## config.mk

```make
export PLATFORM = sky130hd
export DESIGN_NAME = wave_player
export DESIGN_NICKNAME = d
export VERILOG_FILES = /design/src/rtl/wp_pkg.sv /design/src/rtl/wp_rate_gen.sv /design/src/rtl/wp_wave_mem.sv /design/src/rtl/wp_spi_tx.sv /design/src/rtl/wave_player.sv
export SDC_FILE = /design/constraint.sdc
export NUM_CORES = 2
export LEC_CHECK = 0
export ABC_AREA = 1
export BUFFER_PORTS_ARGS = -buffer_cell sky130_fd_sc_hd__buf_2
export CAP_MARGIN = 0
export CORE_MARGIN = 1
export CORE_UTILIZATION = 60
export CTS_CLUSTER_DIAMETER = 80
export DETAILED_ROUTE_END_ITERATION = 7
export MAX_ROUTING_LAYER = met4
export PLACE_DENSITY = 0.74
export SYNTH_ARGS = -nofsm -noshare
export SYNTH_HDL_FRONTEND = slang
export SYNTH_HIERARCHICAL = 1
export SYNTH_SLANG_ARGS = --single-unit
export TNS_END_PERCENT = 10
```

## constraint.sdc

```tcl
create_clock -name clk -period 3.7 [get_ports clk]
set_clock_uncertainty 0.2 [all_clocks]
set_input_delay 0.555 -clock clk [delete_from_list [all_inputs] [get_ports clk]]
set_output_delay 0.555 -clock clk [all_outputs]
set_load 0.05 [all_outputs]
```

## src/rtl/wp_pkg.sv

```systemverilog
package wp_pkg;
    typedef enum logic [1:0] {
        SRC_WAVE   = 2'd0,
        SRC_STREAM = 2'd1,
        SRC_BYPASS = 2'd2,
        SRC_IDLE   = 2'd3
    } src_e;
endpackage

```

## src/rtl/wp_rate_gen.sv

```systemverilog
module wp_rate_gen #(
    parameter int DIV_W = 16
) (
    input  logic             clk,
    input  logic             rst_n,
    input  logic [DIV_W-1:0] rate_div,
    output logic             strobe
);
    typedef struct packed {
        logic [DIV_W-1:0] cnt;
    } st_t;

    st_t st_d, st_q;

    always_comb begin
        st_d = st_q;
        if (st_q.cnt == '0) begin
            st_d.cnt = rate_div;
        end else begin
            st_d.cnt = st_q.cnt - 1'b1;
        end
    end

    always_ff @(posedge clk or negedge rst_n) begin
        if (!rst_n) begin
            st_q <= '0;
        end else begin
            st_q <= st_d;
        end
    end

    assign strobe = (st_q.cnt == '0);
endmodule

```

## src/rtl/wp_wave_mem.sv

```systemverilog
module wp_wave_mem #(
    parameter int ADDR_W   = 6,
    parameter int SAMPLE_W = 16
) (
    input  logic                clk,
    input  logic                cpu_we,
    input  logic [ADDR_W-1:0]   cpu_addr,
    input  logic [SAMPLE_W-1:0] cpu_wdata,
    input  logic                wr_bank,
    input  logic                rd_bank,
    input  logic [ADDR_W-1:0]   rd_addr,
    input  logic                dut_we,
    input  logic [ADDR_W-1:0]   dut_addr,
    input  logic [SAMPLE_W-1:0] dut_wdata,
    output logic [SAMPLE_W-1:0] wave_rd,
    output logic [SAMPLE_W-1:0] stream_rd
);
    localparam int DEPTH  = 1 << ADDR_W;
    localparam int NBANKS = 2;

    logic [SAMPLE_W-1:0] bank_rd [NBANKS];

    for (genvar g = 0; g < NBANKS; g++) begin : g_bank
        logic [SAMPLE_W-1:0] mem [DEPTH];
        always_ff @(posedge clk) begin
            if (cpu_we && (wr_bank == 1'(g))) begin
                mem[cpu_addr] <= cpu_wdata;
            end
        end
        assign bank_rd[g] = mem[rd_addr];
    end

    logic [SAMPLE_W-1:0] smem [DEPTH];
    always_ff @(posedge clk) begin
        if (dut_we) begin
            smem[dut_addr] <= dut_wdata;
        end
    end

    assign wave_rd   = bank_rd[rd_bank];
    assign stream_rd = smem[rd_addr];
endmodule

```

## src/rtl/wp_spi_tx.sv

```systemverilog
module wp_spi_tx #(
    parameter int SAMPLE_W = 16
) (
    input  logic                clk,
    input  logic                rst_n,
    input  logic                start,
    input  logic [SAMPLE_W-1:0] data,
    output logic                busy,
    output logic                cs_n,
    output logic                sclk,
    output logic                sdo
);
    localparam int CNT_W = $clog2(SAMPLE_W);
    localparam logic [CNT_W-1:0] LAST_BIT = CNT_W'(SAMPLE_W - 1);

    typedef struct packed {
        logic                act;
        logic                ph;
        logic [CNT_W-1:0]    bitn;
        logic [SAMPLE_W-1:0] sh;
    } st_t;

    st_t st_d, st_q;

    always_comb begin
        st_d = st_q;
        if (!st_q.act) begin
            if (start) begin
                st_d.act  = 1'b1;
                st_d.ph   = 1'b0;
                st_d.bitn = '0;
                st_d.sh   = data;
            end
        end else if (!st_q.ph) begin
            st_d.ph = 1'b1;
        end else begin
            st_d.ph = 1'b0;
            if (st_q.bitn == LAST_BIT) begin
                st_d.act = 1'b0;
            end else begin
                st_d.bitn = st_q.bitn + 1'b1;
                st_d.sh   = {st_q.sh[SAMPLE_W-2:0], 1'b0};
            end
        end
    end

    always_ff @(posedge clk or negedge rst_n) begin
        if (!rst_n) begin
            st_q <= '0;
        end else begin
            st_q <= st_d;
        end
    end

    assign busy = st_q.act;
    assign cs_n = !st_q.act;
    assign sclk = st_q.ph;
    assign sdo  = st_q.sh[SAMPLE_W-1];
endmodule

```

## src/rtl/wave_player.sv

```systemverilog
module wave_player #(
    parameter int ADDR_W   = 6,
    parameter int SAMPLE_W = 16,
    parameter int DIV_W    = 16
) (
    input  logic                clk,
    input  logic                rst_n,
    input  logic                cpu_we,
    input  logic [ADDR_W-1:0]   cpu_addr,
    input  logic [SAMPLE_W-1:0] cpu_wdata,
    input  logic                swap_req,
    input  logic                dut_we,
    input  logic [ADDR_W-1:0]   dut_addr,
    input  logic [SAMPLE_W-1:0] dut_wdata,
    input  logic [SAMPLE_W-1:0] bypass_data,
    input  logic                run,
    input  logic [1:0]          src_sel,
    input  logic [DIV_W-1:0]    rate_div,
    input  logic [ADDR_W-1:0]   loop_last,
    input  logic [SAMPLE_W-1:0] idle_code,
    output logic                dac_cs_n,
    output logic                dac_sclk,
    output logic                dac_sdo,
    output logic                active_bank
);
    import wp_pkg::*;

    typedef struct packed {
        logic [ADDR_W-1:0] ptr;
        logic              active;
        logic              pend;
    } st_t;

    st_t st_d, st_q;

    logic                strobe;
    logic                tx_busy;
    logic                tx_go;
    logic [SAMPLE_W-1:0] wave_rd;
    logic [SAMPLE_W-1:0] stream_rd;
    logic [SAMPLE_W-1:0] sample;
    logic [ADDR_W-1:0]   play_ptr;
    src_e                src;

    assign src      = src_e'(src_sel);
    assign tx_go    = strobe && !tx_busy;
    assign play_ptr = st_q.ptr;

    wp_rate_gen #(.DIV_W(DIV_W)) u_rate (
        .clk      (clk),
        .rst_n    (rst_n),
        .rate_div (rate_div),
        .strobe   (strobe)
    );

    wp_wave_mem #(.ADDR_W(ADDR_W), .SAMPLE_W(SAMPLE_W)) u_mem (
        .clk       (clk),
        .cpu_we    (cpu_we),
        .cpu_addr  (cpu_addr),
        .cpu_wdata (cpu_wdata),
        .wr_bank   (!st_q.active),
        .rd_bank   (st_q.active),
        .rd_addr   (st_q.ptr),
        .dut_we    (dut_we),
        .dut_addr  (dut_addr),
        .dut_wdata (dut_wdata),
        .wave_rd   (wave_rd),
        .stream_rd (stream_rd)
    );

    always_comb begin
        st_d = st_q;
        if (!run) begin
            st_d.ptr = '0;
            if (st_q.pend) begin
                st_d.active = !st_q.active;
                st_d.pend   = 1'b0;
            end
        end else if (tx_go) begin
            if (st_q.ptr >= loop_last) begin
                st_d.ptr = '0;
                if (st_q.pend) begin
                    st_d.active = !st_q.active;
                    st_d.pend   = 1'b0;
                end
            end else begin
                st_d.ptr = st_q.ptr + 1'b1;
            end
        end
        if (swap_req) begin
            st_d.pend = 1'b1;
        end
    end

    always_comb begin
        if (!run) begin
            sample = idle_code;
        end else begin
            unique case (src)
                SRC_WAVE:   sample = wave_rd;
                SRC_STREAM: sample = stream_rd;
                SRC_BYPASS: sample = bypass_data;
                default:    sample = idle_code;
            endcase
        end
    end

    always_ff @(posedge clk or negedge rst_n) begin
        if (!rst_n) begin
            st_q <= '0;
        end else begin
            st_q <= st_d;
        end
    end

    wp_spi_tx #(.SAMPLE_W(SAMPLE_W)) u_tx (
        .clk   (clk),
        .rst_n (rst_n),
        .start (tx_go),
        .data  (sample),
        .busy  (tx_busy),
        .cs_n  (dac_cs_n),
        .sclk  (dac_sclk),
        .sdo   (dac_sdo)
    );

    assign active_bank = st_q.active;
endmodule

```

==> impl_results.md <==
* Yosys top cell by area: edfxtp_1
* Power Density at 557 nW/um^2
* Status: finished clean
* Worst EP arrival at 4.29 ns
* Placement Rows at roughly 170
* CTS H-Tree Depth at 5
* Top cells by count, synth: edfxtp_1, nand2_1, nand3_1
* Main synth FF type: edfxtp_1
* CTS root buf: clkbuf_16
* Placer Congestion at 0.959
* Seq. cell area at 93400 sq um
* Area of the multi-input gates at 30100 sq um
* Hold Path Class: primary input to register
* Die width at 463 um
* Pre-antenna DRT Iters at 7
* Syn Inst Count at between 10000 and 15000
* Core area at 210000 sq um
* Worst Path Max Fanout at 198
* # fillers at between 10000 and 15000
* EDFF count, synth at just over 3000
* Pleak at 50.3 nW
* Drt via density at roughly 6.3
* Sequential share of the synthesized area at about three quarters
* Avg WL per Cell at 25.8 um
* Final wirelength at 358000 um
* FFs w/ async S/R, synth at 1.48%
* Total GRT Usage at ~34%
* Syn_area_per_cell at 12.1 sq um
* Layout area overhead at 12.4%
* Final worst path period need at 3.67 ns
* RSZ-0062 raised after global routing: yes
* DRC errors left at 0
* Crit path top cell by count: nand2_1
* Most frequent cell after synthesis: edfxtp_1
* Die H at 463 um
* Share of cells above drive strength 1 at 10.8%
* Fin crit share at 99.3%
* # setup viols final at 0
* Initial antenna violation count at 9
* Final Slew Violations at 0
* Final Non-Filler Cells at 13867
* Worst-margin pin slew at 1.32 ns
* Crit path launch type: register
* Post-CTS Setup Inserts at 0
* CTS tree: yes
* Slew HR at between 10% and 20%
* Peak supply drop at between 0.6 and 0.7 mV
* Share of the synthesized area in the top cell type at 72.3%
* Initial Utilization at 60.6%
* Routed via count at 87337
* Cell area after layout at 143000 sq um
* GR Overflow Total at 0
* Die ar. at 214000 sq um
* Nets at 10934
* Worst setup path class: register to register
* Clock sinks at 3118
* Clock slew seen by the registers of the worst setup and hold paths at 0.06 ns
* Buffer levels on the longest clock path at 4
* Yosys reg bits at between 3000 and 4000
* Pin count of the biggest net entering global routing at 199
* CP Cell Sequence: buf_16 > inv_1 > ha_1 > inv_1 > nand2_1 > nand2_1 > nand2_1 > nand2_1 > nand2_1 > nand2_1 > nand2_1 > nand2_1 > dlygate4sd3_1
* Vias in the first global route at 83756
* Netlist cell types at 37
* Antenna-violating nets left at 0
* Port buffer count at 109
* Critical Path RT at between 4 and 5 ns
* First-pass GRT wire length at 529000 um
* Dpl cells at 13251
* DP Area at 133000 sq um
* Hpwl dp at between 200000 and 250000 um
* Syn Nets at roughly 11000
* Clock latency on the worst-skew pair at 0.95 ns
* Top Ports at 110
* Slowest CP cell: dfrtp_4
* Max_cap viols at 0
* Total power at 0.0799 W
* Endpoint type of the worst setup path: register
* Synthesized cell area at 128000 sq um
* Final-report hold violation count at 0
* Yosys warnings at 6
* Drt initial violations at 13309
* Synth area leaders: edfxtp_1, nand3_1, nand2_1
* F_max at 272 MHz
* Cts bufs inserted at ~320
* CP max stage delay at around 0.55 ns
[through the flow]
step,worst slack (ns),util (%),setup TNS (ns),hold WS (ns)
5_1_grt,-0.146,68.2,-0.178,0.0149
4_1_cts,0.0820,68.1,0,0.0000320
6_report,0.0252,68.2,0,0.0473
3_3_place_gp,0.166,63.2,0,0.265
2_1_floorplan,0.431,-,0,0.0594
3_5_place_dp,0.0991,63.2,0,0.267
[report_power, final]
| group | internal (W) | switching (W) | total [W] |
|---|---|---|---|
| registers | 0.0390 | 0.0000580 | 0.0390 |
| logic | 0.00283 | 0.00741 | 0.0102 |
| clock network | 0.0176 | 0.0130 | 0.0306 |
| total | 0.0594 | 0.0204 | 0.0799 |
[flip-flops by register name, indices dropped and copies added, names as in the netlist]
register and count:
st_q 1, play_ptr 6, u_tx/busy 1, u_tx/st_q 19, u_rate/st_q 16, u_tx/sdo 1
u_mem/smem 1024, u_tx/sclk 1, u_mem/g_bank.mem 2048, active_bank 1
[what timing repair did]
item	4_1_cts	5_1_grt
gates resized for setup	0	21
hold buffers	49	0
endpoints found under the hold margin	526	0
setup endpoints to repair	0	13
[worst max-delay path: cells and delay by family, from the launching register on]
kind	cells	cell delay, ns
buffers and inverters	4	1.38
flip-flops	1	0.55
adder cells (fa/ha/maj)	1	0.38
AND/OR/NAND/NOR	8	0.78
[layer usage]
| metal | vias up | routed length (um) | GRT usage, % |
|---|---|---|---|
| li1 | 38331 | - | - |
| met1 | 42305 | 132000 | 45.1 |
| met2 | 5776 | 166000 | 51.0 |
| met3 | 925 | 41500 | 6.53 |
| met4 | 0 | 19000 | 16.4 |
| met5 | - | 0 | - |
[layout make-up]
cell class | count | area share, %
multi-input combinational | 6612 | 21.0
timing repair buffer | 639 | 4.23
sequential | 3118 | 65.1
antenna | 8 | 0.0140
tap | 2805 | 2.45
inverter | 126 | 0.354
clock inverter | 167 | 0.905
clock buffer | 392 | 5.92
[layout by cell type, fill, tap and decap left out, types with 62 or more instances in the layout]
master	netlist	final
clkinv_1	5	82
nand3_1	2689	2676
o21ai_0	261	261
a21oi_1	70	70
clkbuf_1	152	62
o22ai_1	96	96
buf_2	358	93
buf_4	55	387
nor3_2	0	110
clkbuf_16	0	330
inv_1	113	110
edfxtp_1	3072	3072
buf_12	2	101
nor2_1	316	315
nand2_1	2986	2981
[logic make-up after synthesis]
group,share of synthesized area [%]
and+or+nand+nor,20.9
AOI/OAI and AO/OA,1.97
adders and majority gates,0.0981
DFF,73.2
xor gates and xnor gates,0.0618
buffers and inverters,3.71
[path summary, 6_finish.rpt]
path | slack, ns | start | cells past startpoint | endpoint
setup / recovery | 0.03 | play_ptr[0] | 13 | st_q[0]
hold / removal | 0.05 | cpu_wdata[15] | 1 | u_mem/g_bank[1].mem[38][15]
setup reg to reg | 0.03 | play_ptr[0] | 13 | st_q[0]
hold reg to reg | 0.29 | u_tx/st_q[3] | 2 | u_tx/st_q[3]
max in group asynchronous | 2.39 | rst_n | 3 | u_tx/st_q[16]
min in group asynchronous | 0.10 | rst_n | 2 | u_rate/st_q[10]
Note: power is estimated with default switching activity, not from simulation.
